===== src/rtl/qdr_pkg.sv =====
package qdr_pkg;
  localparam int LANE_W = 9;
  typedef enum logic {PH_K = 1'b0, PH_KN = 1'b1} qdr_phase_e;
endpackage


===== src/rtl/qdr_rst_sync.sv =====
module qdr_rst_sync (
  input  logic clk,
  input  logic rst_n,
  output logic rst_q
);
  logic stage1;

  always_ff @(posedge clk or negedge rst_n) begin
    if (!rst_n) begin
      stage1 <= 1'b0;
      rst_q  <= 1'b0;
    end else begin
      stage1 <= 1'b1;
      rst_q  <= stage1;
    end
  end
endmodule


===== src/rtl/qdr_wr_path.sv =====
// Write capture: word 0 on the primary edge, address and word 1 on the
// complementary edge, then a commit register that lives for one edge.
module qdr_wr_path #(
  parameter  int ADDR_W = 4,
  parameter  int LANES  = 4,
  localparam int WORD_W = LANES * qdr_pkg::LANE_W
) (
  input  logic              clk,
  input  logic              rst_n,
  input  logic              is_k,
  input  logic              wr_sel_n,
  input  logic [ADDR_W-1:0] addr,
  input  logic [WORD_W-1:0] wdata,
  input  logic [LANES-1:0]  byte_wr_n,
  output logic              cm_valid,
  output logic [ADDR_W-1:0] cm_addr,
  output logic [WORD_W-1:0] cm_w0,
  output logic [WORD_W-1:0] cm_w1,
  output logic [LANES-1:0]  cm_be0,
  output logic [LANES-1:0]  cm_be1
);
  logic              hold_v, hold_v_nx;
  logic [WORD_W-1:0] hold_w0;
  logic [LANES-1:0]  hold_be0;
  logic              cm_valid_nx;
  logic              hold_ld, cm_ld;

  always_comb begin
    hold_ld     = is_k && !wr_sel_n;
    cm_ld       = !is_k && hold_v;
    hold_v_nx   = is_k ? !wr_sel_n : 1'b0;
    cm_valid_nx = cm_ld;
  end

  always_ff @(posedge clk or negedge rst_n) begin
    if (!rst_n) begin
      hold_v   <= 1'b0;
      cm_valid <= 1'b0;
    end else begin
      hold_v   <= hold_v_nx;
      cm_valid <= cm_valid_nx;
    end
  end

  always_ff @(posedge clk) begin
    if (hold_ld) begin
      hold_w0  <= wdata;
      hold_be0 <= ~byte_wr_n;
    end
  end

  always_ff @(posedge clk) begin
    if (cm_ld) begin
      cm_addr <= addr;
      cm_w0   <= hold_w0;
      cm_w1   <= wdata;
      cm_be0  <= hold_be0;
      cm_be1  <= ~byte_wr_n;
    end
  end
endmodule


===== src/rtl/qdr_array.sv =====
// Storage indexed by {address, burst bit}; two-word lane-masked write port and
// a read port that merges a same-edge commit over the stored data.
module qdr_array #(
  parameter  int ADDR_W = 4,
  parameter  int LANES  = 4,
  localparam int LW     = qdr_pkg::LANE_W,
  localparam int WORD_W = LANES * LW,
  localparam int DEPTH  = 1 << (ADDR_W + 1)
) (
  input  logic              clk,
  input  logic              wr_en,
  input  logic [ADDR_W-1:0] wr_addr,
  input  logic [WORD_W-1:0] wr_w0,
  input  logic [WORD_W-1:0] wr_w1,
  input  logic [LANES-1:0]  wr_be0,
  input  logic [LANES-1:0]  wr_be1,
  input  logic [ADDR_W-1:0] rd_addr,
  output logic [WORD_W-1:0] rd_w0,
  output logic [WORD_W-1:0] rd_w1
);
  logic [WORD_W-1:0] mem [DEPTH];
  logic [WORD_W-1:0] raw0, raw1;
  logic              hit;

  always_ff @(posedge clk) begin
    for (int l = 0; l < LANES; l++) begin
      if (wr_en && wr_be0[l]) mem[{wr_addr, 1'b0}][l*LW +: LW] <= wr_w0[l*LW +: LW];
      if (wr_en && wr_be1[l]) mem[{wr_addr, 1'b1}][l*LW +: LW] <= wr_w1[l*LW +: LW];
    end
  end

  always_comb begin
    raw0 = mem[{rd_addr, 1'b0}];
    raw1 = mem[{rd_addr, 1'b1}];
    hit  = wr_en && (wr_addr == rd_addr);
  end

  for (genvar g = 0; g < LANES; g++) begin : g_lane
    assign rd_w0[g*LW +: LW] = (hit && wr_be0[g]) ? wr_w0[g*LW +: LW] : raw0[g*LW +: LW];
    assign rd_w1[g*LW +: LW] = (hit && wr_be1[g]) ? wr_w1[g*LW +: LW] : raw1[g*LW +: LW];
  end
endmodule


===== src/rtl/qdr_rd_pipe.sv =====
// Read request register, snapshot on the next primary edge, and a two-slot
// word delay line feeding the registered output.
module qdr_rd_pipe #(
  parameter int ADDR_W = 4,
  parameter int WORD_W = 36
) (
  input  logic              clk,
  input  logic              rst_n,
  input  logic              is_k,
  input  logic              rd_sel_n,
  input  logic [ADDR_W-1:0] addr,
  input  logic              lat_mode,
  input  logic [WORD_W-1:0] snap_w0,
  input  logic [WORD_W-1:0] snap_w1,
  output logic [ADDR_W-1:0] req_addr,
  output logic [WORD_W-1:0] rdata,
  output logic              rd_valid
);
  logic              req_v, req_v_nx, req_ld, snap;
  logic              q0_v, q0_v_nx, q1_v, q1_v_nx;
  logic [WORD_W-1:0] q0_d, q0_d_nx, q1_d, q1_d_nx;
  logic              out_v_nx;
  logic [WORD_W-1:0] out_d_nx;

  always_comb begin
    req_ld   = is_k && !rd_sel_n;
    req_v_nx = is_k ? !rd_sel_n : req_v;
    snap     = is_k && req_v;
    out_v_nx = q0_v;
    out_d_nx = q0_v ? q0_d : rdata;
    q0_v_nx  = q1_v;
    q0_d_nx  = q1_d;
    q1_v_nx  = 1'b0;
    q1_d_nx  = q1_d;
    if (snap) begin
      if (!lat_mode) begin
        out_v_nx = 1'b1;
        out_d_nx = snap_w0;
        q0_v_nx  = 1'b1;
        q0_d_nx  = snap_w1;
      end else begin
        q0_v_nx  = 1'b1;
        q0_d_nx  = snap_w0;
        q1_v_nx  = 1'b1;
        q1_d_nx  = snap_w1;
      end
    end
  end

  always_ff @(posedge clk or negedge rst_n) begin
    if (!rst_n) begin
      req_v    <= 1'b0;
      q0_v     <= 1'b0;
      q1_v     <= 1'b0;
      rd_valid <= 1'b0;
      rdata    <= '0;
    end else begin
      req_v    <= req_v_nx;
      q0_v     <= q0_v_nx;
      q1_v     <= q1_v_nx;
      rd_valid <= out_v_nx;
      rdata    <= out_d_nx;
    end
  end

  always_ff @(posedge clk) begin
    if (req_ld) req_addr <= addr;
    q0_d <= q0_d_nx;
    q1_d <= q1_d_nx;
  end
endmodule


===== src/rtl/qdr_b2_sram.sv =====
module qdr_b2_sram #(
  parameter  int ADDR_W = 4,
  parameter  int LANES  = 4,
  localparam int WORD_W = LANES * qdr_pkg::LANE_W
) (
  input  logic              clk,
  input  logic              rst_n,
  input  logic              lat_mode,
  input  logic              rd_sel_n,
  input  logic              wr_sel_n,
  input  logic [ADDR_W-1:0] addr,
  input  logic [WORD_W-1:0] wdata,
  input  logic [LANES-1:0]  byte_wr_n,
  output logic [WORD_W-1:0] rdata,
  output logic              rd_valid,
  output logic              k_phase
);
  import qdr_pkg::*;

  logic              rst_q;
  qdr_phase_e        ph_q, ph_nx;
  logic              is_k;
  logic              cm_valid;
  logic [ADDR_W-1:0] cm_addr, req_addr;
  logic [WORD_W-1:0] cm_w0, cm_w1, snap_w0, snap_w1;
  logic [LANES-1:0]  cm_be0, cm_be1;

  qdr_rst_sync u_rst (.clk(clk), .rst_n(rst_n), .rst_q(rst_q));

  always_comb begin
    is_k    = (ph_q == PH_K);
    ph_nx   = is_k ? PH_KN : PH_K;
    k_phase = is_k;
  end

  always_ff @(posedge clk or negedge rst_q) begin
    if (!rst_q) ph_q <= PH_K;
    else        ph_q <= ph_nx;
  end

  qdr_wr_path #(.ADDR_W(ADDR_W), .LANES(LANES)) u_wr (
    .clk(clk), .rst_n(rst_q), .is_k(is_k), .wr_sel_n(wr_sel_n), .addr(addr),
    .wdata(wdata), .byte_wr_n(byte_wr_n), .cm_valid(cm_valid), .cm_addr(cm_addr),
    .cm_w0(cm_w0), .cm_w1(cm_w1), .cm_be0(cm_be0), .cm_be1(cm_be1)
  );

  qdr_array #(.ADDR_W(ADDR_W), .LANES(LANES)) u_mem (
    .clk(clk), .wr_en(cm_valid && is_k), .wr_addr(cm_addr), .wr_w0(cm_w0),
    .wr_w1(cm_w1), .wr_be0(cm_be0), .wr_be1(cm_be1), .rd_addr(req_addr),
    .rd_w0(snap_w0), .rd_w1(snap_w1)
  );

  qdr_rd_pipe #(.ADDR_W(ADDR_W), .WORD_W(WORD_W)) u_rd (
    .clk(clk), .rst_n(rst_q), .is_k(is_k), .rd_sel_n(rd_sel_n), .addr(addr),
    .lat_mode(lat_mode), .snap_w0(snap_w0), .snap_w1(snap_w1),
    .req_addr(req_addr), .rdata(rdata), .rd_valid(rd_valid)
  );
endmodule


===== config.mk =====
export PLATFORM = sky130hd
export DESIGN_NAME = qdr_b2_sram
export DESIGN_NICKNAME = d
export VERILOG_FILES = /design/src/rtl/qdr_pkg.sv /design/src/rtl/qdr_rst_sync.sv /design/src/rtl/qdr_wr_path.sv /design/src/rtl/qdr_array.sv /design/src/rtl/qdr_rd_pipe.sv /design/src/rtl/qdr_b2_sram.sv
export SDC_FILE = /design/constraint.sdc
export NUM_CORES = 1
export LEC_CHECK = 0
export BUFFER_PORTS_ARGS = -buffer_cell sky130_fd_sc_hd__buf_2
export CAP_MARGIN = 20
export CORE_ASPECT_RATIO = 0.7
export CORE_MARGIN = 10
export CORE_UTILIZATION = 55
export CTS_CLUSTER_DIAMETER = 30
export DETAILED_ROUTE_END_ITERATION = 8
export PLACE_DENSITY = 0.67
export SYNTH_ARGS = -nofsm -noshare
export SYNTH_HDL_FRONTEND = slang
export SYNTH_SLANG_ARGS = --single-unit

===== constraint.sdc =====
create_clock -name clk -period 2.68 [get_ports clk]
set_input_delay 0.134 -clock clk [delete_from_list [all_inputs] [get_ports clk]]
set_output_delay 0.134 -clock clk [all_outputs]
set_load 0.1 [all_outputs]

### Word level (Yosys, flattened, before mapping)

Memories as Yosys holds them, arrays and structs flattened. A register that Yosys moved wholly into a read port is not among the register bits.
Cells that the tools add are included.

| word-level totals | value |
|---|---|
| register bits | 245 |
| bits in latches | 0 |
| memory bits (writable) | 1152 |
| bits in read-only memories | 0 |
| output and inout port bits | 38 |
| logic and storage cells | 87 |
| memories kept | 1 |

| operators by class | value |
|---|---|
| add/subtract/negate cells | 0 |
| $mul | 0 |
| div/mod/pow operators | 0 |
| magnitude comparators | 0 |
| equality and inequality tests | 1 |
| shift operators | 0 |
| mux-type cells | 38 |
| bitwise operators | 2 |
| reduce and logical (&&, ||, !) cells | 25 |

Memories:

| name | words | bits a word | read ports | clocked after Yosys merged registers in | wr ports | RTL line | RTL |
|---|---|---|---|---|---|---|---|
| u_mem.mem | 32 | 36 | 2 | 2 | 2 | qdr_array.sv:21 | `logic [WORD_W-1:0] mem [DEPTH];` |

Operators with widths:

| kind | number |
|---|---|
| 2-to-1 mux 36 bit | 5 |
| 2-to-1 mux 9 bit | 8 |
| 2-to-1 mux 1 bit | 23 |
| logical AND 1 bit | 22 |
| 2-to-1 mux 5 bit | 2 |
| equality test 4 bit | 1 |
| NOT 4 bit | 1 |
| zero test 1 bit | 2 |
| AND reduction 2 bit | 1 |
| NOT 1 bit | 1 |

### Depth between registers and ports, before layout

Gate-level depths: netlist of the first run.

| depth | value |
|---|---|
| depth in word-level cells | 7 |
| mapped depth | 9 |

### By module

A second synthesis of the first run with hierarchy kept.

| unflattened totals | value |
|---|---|
| cells, all modules | 2479 |
| area total of the unflattened synthesis | 53322.4 um^2 |

By module, submodules not included:

| module | instances | cells an instance | area each (um^2) | seq. area each (um^2) |
|---|---|---|---|---|
| qdr_array | 1 | 2013 | 44569.0 | 34593.2 |
| qdr_rd_pipe | 1 | 328 | 4860.9 | 2922.8 |
| qdr_wr_path | 1 | 132 | 3803.6 | 3773.6 |
| qdr_rst_sync | 1 | 3 | 53.8 | 50.0 |
| qdr_b2_sram | 1 | 3 | 35.0 | 25.0 |

### Least setup slack after synthesis of the first run

OpenSTA, ideal clock, no wires.

| timing | value |
|---|---|
| path type | flip-flop to flip-flop |
| start point | register ph_q |
| end point | register u_wr.cm_addr[0] (enable) |
| setup time | 0.452 ns |
| data arrival time | 2.379 ns |
| path slack | -0.151 ns |
| cell stages (with the launch flop) | 2 |
| buffers on the path | 0 |
| clock period less this slack | 2.831 ns |
| cell sequence | dfrtp_1 -> and2_1 |

| on the way | value |
|---|---|
| cells in the longest elaborated chain, start to end | 1 |

Ends and longest elaborated chain:

| what | RTL line | RTL |
|---|---|---|
| from (decl) | qdr_b2_sram.sv:21 | `qdr_phase_e ph_q, ph_nx;` |
| from (signal assigned) | qdr_b2_sram.sv:38 | `else ph_q <= ph_nx;` |
| logical AND 1 bit | qdr_wr_path.sv:30 | `cm_ld = !is_k && hold_v;` |
| net u_wr.cm_ld | qdr_wr_path.sv:26 | `logic hold_ld, cm_ld;` |
| to (signal assigned) | qdr_wr_path.sv:54 | `cm_addr <= addr;` |
| to (decl) | qdr_wr_path.sv:16 | `output logic [ADDR_W-1:0] cm_addr,` |

The timed path passes the listed nets, and every way through them passes these cells.
A chain may end at the register's enable or synchronous reset.

==> results of run 1 <==
## report_power, final
group / total (W) / internal (W) / switching, W
sequential: 0.0246 / 0.0242 / 0.000436
clock: 0.0247 / 0.0151 / 0.00953
combinational: 0.00287 / 0.00100 / 0.00186
## state kept, by name, summed over array words and instances, names as in the netlist, 4 cells and up, named ones only
signal         cells
u_mem.mem       1152
u_rd.q0_d         36
u_rd.q1_d         36
u_rd.rdata        36
u_rd.req_addr      4
u_wr.cm_addr       4
u_wr.cm_be0        4
u_wr.cm_be1        4
u_wr.cm_w0        36
u_wr.cm_w1        36
u_wr.hold_be0      4
u_wr.hold_w0      36
## Yosys cell counts (4+ instances only)
cell type	n	area [sq um]
clkbuf_1	72	270
a211oi_1	15	113
mux4_2	288	6490
inv_1	9	33.8
buf_1	13	48.8
buf_2	63	315
o31ai_1	34	255
dfrtp_1	45	1130
nand3_4	4	70.1
and2_1	4	25.0
mux2_2	38	428
buf_4	24	180
nand3_1	8	40.0
o22ai_1	27	169
nor2b_1	23	144
mux2i_1	43	430
edfxtp_1	1316	39500
a22oi_1	136	1020
a41o_1	70	701
and3_1	23	144
dfxtp_1	40	801
nand2_1	122	458
o21ai_0	23	115
a21oi_1	86	430
nor2_1	139	522
## timing repair
action	CTS	global route
hold buffers	48	0
endpoints found under the hold margin	140	0
setup buffers	0	0
## critical path, stage by stage, from the launching register on
cell and delay, ns:
edfxtp_1 0.59, nor2b_1 0.35, nand2_1 0.58, buf_4 0.36, nor2_1 0.08, buf_4 0.24
## metal layers
layer	up-vias	wire length, um	global-route usage, %
met5	-	41	0
met2	1617	62700	37.2
met4	6	4620	9.64
met3	280	12700	4.88
met1	15300	55800	35.5
li1	12000	-	-
## cells by family after synthesis
family | Yosys count | share of synthesized area [%]
buffers and inverters | 185 | 1.63
other | 1 | 0.00695
AOI/OAI and AO/OA | 391 | 5.19
xor gates and xnor gates | 4 | 0.0649
muxes | 369 | 13.6
and+or+nand+nor | 332 | 2.73
DFF | 1401 | 76.8
## layout by cell type, fill, tap and decap left out, drive strengths merged, types with 2 or more instances in the layout
master	netlist	routed
clkbuf	73	207
bufinv	0	23
o22ai	27	27
and3	23	23
a22oi	136	136
nor2	139	139
or2	3	3
o31ai	34	34
mux2i	43	43
mux2	38	38
xor2	3	3
clkinvlp	0	16
nor2b	23	23
a21oi	86	86
a41o	70	70
dfrtp	45	45
mux4	288	288
buf	102	346
clkinv	1	59
dlygate4sd3	0	48
nand2b	2	2
nand2	122	122
nand3	14	14
dfxtp	40	40
o21ai	23	23
and2	4	4
edfxtp	1316	1316
a211oi	15	15
inv	9	40
## metrics by stage
stage / util [%] / hold WS [ns] / power (W) / instance area [sq um]
floorplan: - / -0.162 / 0.0268 / 54000
global placement: 59.0 / -0.0808 / 0.0278 / 57600
detailed placement: 59.0 / -0.0790 / 0.0278 / 57600
CTS: 65.9 / 0.0334 / 0.0525 / 64400
global route: 65.9 / 0.111 / 0.0536 / 64400
finish: 65.9 / 0.107 / 0.0521 / 64400
## final cells by class
| cell class | count | area, sq um |
|---|---|---|
| clock buffers | 207 | 4750 |
| repair buffers | 394 | 3200 |
| diodes | 1 | 2.50 |
| inverters | 10 | 37.5 |
| flip-flops and latches | 1401 | 41500 |
| well taps | 1323 | 1660 |
| fillers | 6267 | 33300 |
| multi-input cells | 1097 | 11700 |
| clock inverters | 128 | 1520 |
## how the worst min path moves through the flow
stage | to | slack [ns] | cells past startpoint
after global placement | u_rst.stage1 | -0.08 | 1
final | u_wr.hold_w0[3] | 0.11 | 2
after floorplan | u_rst.rst_q | -0.16 | 0
after CTS | u_wr.hold_w0[1] | 0.03 | 2
after global routing | u_wr.hold_w0[30] | 0.11 | 2
after detailed placement | u_rst.stage1 | -0.08 | 1
==> results.sh, run 1 <==
export IMPL_ir_worst_vdd_mv=0.625
export IMPL_period_needed_ns=2.54
export IMPL_dr_pass1_iters=6
export IMPL_yosysUniqueCellTypes=36
export IMPL_rr_worst_depth=5
export IMPL_syn_inst=2683
export IMPL_fin_crit_sh_pct=94.6
export IMPL_finalHoldViolCount=0
export IMPL_antenna_found_initial=9
export IMPL_drtIter0Drc=3453
export IMPL_clk_pin_slew_ns=0.05
export IMPL_gp_congestion=0.858
export IMPL_layout_drive_gt1_share_pct=31.0
export IMPL_skew_ns=0.0297
export IMPL_io_buffers=86
export IMPL_via_count=29200
export IMPL_fin_nets=3131
export IMPL_ios=87
export IMPL_synthesis_area_sq_mm=0.0540
export IMPL_dp_hpwl_um=87200
export IMPL_stdcell_count=4561
export IMPL_async_flop_share_pct=3.21
export IMPL_vias_per_cell=6.40
export IMPL_ant_nets=0
export IMPL_hp_start="wdata[3]"
export IMPL_start_kind="flip-flop"
export IMPL_power_density_mw_per_mm2=810
export IMPL_status="finished, final reports clean"
export IMPL_clkSinkCount=1401
export IMPL_cts_max_level=4
export IMPL_wl_um=136000
export IMPL_p_leak_nw=21.9
export IMPL_slew_viol_final=0
export IMPL_crit_path_end_kind="flip-flop"
export IMPL_fp_dieArea_sq_mm=0.111
export IMPL_dp_slack_ns=0.171
export IMPL_drc=0
export IMPL_cts_path_max_buffers=3
export IMPL_r2r_slack_ns=0.14
export IMPL_ctsResizeCount=0
export IMPL_die_h_um=282
export IMPL_setup_ws_ns=0.145
export IMPL_ys_ff_latch=1401
export IMPL_startpoint="u_wr.cm_addr[1]"
export IMPL_start_util_pct=55.3
export IMPL_max_freq_ghz=0.394
export IMPL_cp_arrival_ns=2.99
export IMPL_num_rows=96
export IMPL_grt_pass1_vias=29600
export IMPL_avgRoutedWirePerCell_um=29.8
export IMPL_slew_headroom_pct=22.3
export IMPL_rsz0062_at_grt="no"
export IMPL_cts_buffers=178
export IMPL_seq_area_frac_synth_pct=76.8
export IMPL_cts_root_buf="clkbuf_16"
export IMPL_tightestPinTransition_ns=1.16
export IMPL_hold_path_class="input pin to flip-flop"
export IMPL_fin_setup_tns_ns=0
export IMPL_clock_latency_ns=0.79
export IMPL_crit_type="flip-flop to flip-flop"
export IMPL_synth_edff_count=1316
export IMPL_core_sq_mm=0.0977
export IMPL_cts_tree="done"
export IMPL_dieWidth_um=394
export IMPL_grt_usage_pct=24.6
export IMPL_endpoint="u_mem.mem[20][32]"
export IMPL_worstPathRequired_ns=3.14
export IMPL_gr_total_overflow=0
export IMPL_crit_fanout=9
export IMPL_grt_start_max_net_pins=69
export IMPL_synthesis_nets=2732
export IMPL_timing_rr_start="u_wr.cm_addr[1]"
export IMPL_syn_area_per_cell_sq_um=20.1
export IMPL_setup_viol=0
export IMPL_cap_violations=0
export IMPL_synthToLayoutAreaGrowth_pct=19.2
export IMPL_dp_cells=4177
export IMPL_reg2reg_to="u_mem.mem[20][32]"
export IMPL_grt_pass1_wl_um=201000
export IMPL_synth_ff_type="edfxtp_1"
export IMPL_ys_warn_count=0
No activity file was read; power rests on OpenSTA's default activity.
==> run 2, diff against run 1 <==
--- a/config.mk
+++ b/config.mk
@@ -12,6 +12,7 @@
 export CORE_UTILIZATION = 55
 export CTS_CLUSTER_DIAMETER = 30
 export DETAILED_ROUTE_END_ITERATION = 8
+export GPL_TIMING_DRIVEN = 0
 export PLACE_DENSITY = 0.67
 export SYNTH_ARGS = -nofsm -noshare
 export SYNTH_HDL_FRONTEND = slang
==> run 2 against run 1 <==
The flow now finishes with violations (negative setup slack). Via count grew 3.6%. Core utilization down 0.59 points. Maximum frequency fell by 22%. Global-route usage rose by 3.1 points. Cell area shrank 0.90%. Clock-buffer cell count shrank 12. Routed wire length is 14% higher. Sequential power about the same. Worst setup slack lost 0.70 ns. Sequential share of layout area grew 0.56 points. Combinational power increased by 10%. Clock power down 4%. Highest routed layer unchanged.
==> results.sh, run 2 (synthesis gave the netlist of run 1 again) <==
export IMPL_cp_arrival_ns=3.63
export IMPL_status="complete, but fails checks"
export IMPL_ir_worst_vdd_mv=0.643
export IMPL_cts_max_level=4
export IMPL_ff_latch_area_sq_mm=0.0414
export IMPL_finalHoldViolCount=0
export IMPL_largest_reg_flops=1152
export IMPL_setup_viol=935
export IMPL_dp_hpwl_um=104000
export IMPL_dp_slack_ns=-0.480
export IMPL_vias_per_cell=6.71
export IMPL_worst_hold_slack_ns=0.0946
export IMPL_multi_input_area_sq_mm=0.0123
export IMPL_clock_latency_ns=0.79
export IMPL_dieWidth_um=394
export IMPL_cts_path_max_buffers=3
export IMPL_synthToLayoutAreaGrowth_pct=18.1
export IMPL_clk_pin_slew_ns=0.06
export IMPL_power_density_mw_per_mm2=806
export IMPL_grt_start_max_net_pins=64
export IMPL_cts_tree="done"
export IMPL_slew_headroom_pct=5.92
export IMPL_violations="negative setup slack"
export IMPL_start_util_pct=55.3
export IMPL_skew_ns=0.0281
export IMPL_cts_buffers=174
export IMPL_crit_fanout=9
export IMPL_num_rows=96
export IMPL_rsz0062_at_grt="yes"
export IMPL_fillers=6415
export IMPL_grt_pass1_wl_um=217000
export IMPL_gp_congestion=0.970
export IMPL_grt_pass1_vias=30000
export IMPL_ios=87
export IMPL_io_buffers=85
export IMPL_wl_um=154000
export IMPL_dr_pass1_iters=8
export IMPL_finalPower_w=0.0514
export IMPL_tightestPinTransition_ns=1.41
export IMPL_final_common_cell="edfxtp_1"
export IMPL_cts_root_buf="clkbuf_16"
export IMPL_gr_total_overflow=0
export IMPL_crit_path_end_kind="flip-flop"
export IMPL_grt_usage_pct=27.7
export IMPL_core_sq_mm=0.0977
export IMPL_hold_path_class="input pin to flip-flop"
export IMPL_mostFrequentLayoutCells="edfxtp_1 (1316), mux4_2 (288), clkbuf_16 (180), buf_2 (135), a22oi_1 (123)"
export IMPL_setup_ws_ns=-0.552
export IMPL_final_util_pct=65.3
export IMPL_start_kind="flip-flop"
export IMPL_period_needed_ns=3.23
export IMPL_cap_violations=0
export IMPL_drtIter0Drc=4487
export IMPL_via_count=30200
export IMPL_fin_crit_sh_pct=121
export IMPL_slew_viol_final=0
export IMPL_avgRoutedWirePerCell_um=34.3
export IMPL_worstPathRequired_ns=3.08
export IMPL_layout_drive_gt1_share_pct=32.2
export IMPL_max_freq_ghz=0.309
export IMPL_ant_nets=0
export IMPL_fp_dieArea_sq_mm=0.111
export IMPL_p_leak_nw=21.2
export IMPL_crit_type="flip-flop to flip-flop"
export IMPL_drc=0
export IMPL_antenna_found_initial=3
export IMPL_regMostFlops="u_mem.mem"
export IMPL_clkSinkCount=1401
export IMPL_fin_nets=3076
export IMPL_die_h_um=282
[run 2: cell count changes in the layout (fill, tap and decap cells not counted), moves of 8 or more]
cell / previous run / this run
nor2_1: 135 / 17
buf_4: 233 / 20
a22oi_1: 136 / 123
buf_2: 86 / 135
clkbuf_1: 16 / 55
buf_6: 0 / 38
clkbuf_2: 0 / 24
nor2_2: 0 / 70
a22oi_2: 0 / 13
nor2_4: 4 / 52
clkbuf_4: 0 / 24
clkinv_2: 19 / 27
buf_12: 27 / 4
[run 2: repair_timing]
| item | CTS | global route |
|---|---|---|
| setup endpoints to repair | 999 | 1094 |
| pin swaps | 0 | 2 |
| hold buffers | 48 | 0 |
| gates resized for setup | 154 | 152 |
| setup buffers | 0 | 4 |
| endpoints found under the hold margin | 140 | 0 |
[run 2: worst paths after layout]
kind	slack (ns)	endpoint	cells after the start	start
hold reg to reg	0.29	u_rd.rdata[18]	0	u_rst.rst_q
max in group asynchronous	1.80	u_rd.rdata[2]	1	u_rst.rst_q
hold / removal	0.09	u_wr.hold_w0[8]	2	wdata[8]
setup / recovery	-0.55	u_mem.mem[24][20]	4	u_wr.cm_addr[0]
setup reg to reg	-0.55	u_mem.mem[24][20]	4	u_wr.cm_addr[0]
min in group asynchronous	0.24	u_rst.rst_q	3	rst_n
[run 2: power breakdown]
part / switching (W) / total, W / internal (W)
registers: 0.000476 / 0.0246 / 0.0242
logic: 0.00218 / 0.00316 / 0.000971
clock network: 0.00947 / 0.0236 / 0.0141
total: 0.0121 / 0.0514 / 0.0393
[run 2: metal layers]
layer  up-vias  part of all wire [%]  GRT usage (%)
met2      2332                    43           39.1
met5         -                 0.039              0
met4         4                   3.9           11.0
li1      11900                     -              -
met1     15600                    39           39.1
met3       370                    15           10.2
[run 2: final cells by class]
class / instances / share of cell area, %
diodes: 2 / 0.00785
plain buffers: 174 / 1.62
clock buffers: 195 / 7.18
clock inverters: 129 / 2.09
inverters: 10 / 0.0628
multi-input cells: 1097 / 19.3
flip-flops and latches: 1401 / 65.0
well taps: 1323 / 2.60
repair buffers: 169 / 2.16
[run 2: critical path, cell delays in order, from the launching register on]
cell	delay, ns
edfxtp_1	0.37
buf_2	0.19
nor2_1	0.25
nand3_1	1.01
nor2_2	1.02
[run 2: per-stage QoR]
| step | instance area, sq um | std cells | TNS (ns) |
|---|---|---|---|
| 4_1_cts | 63200 | 4495 | -64.82 |
| 3_5_place_dp | 56500 | 4123 | -171.97 |
| 5_1_grt | 63800 | 4498 | -154.77 |
| 3_3_place_gp | 56100 | 4091 | -217.76 |
| 2_1_floorplan | 54000 | 2683 | 0 |
| 6_report | 63800 | 4500 | -178.39 |
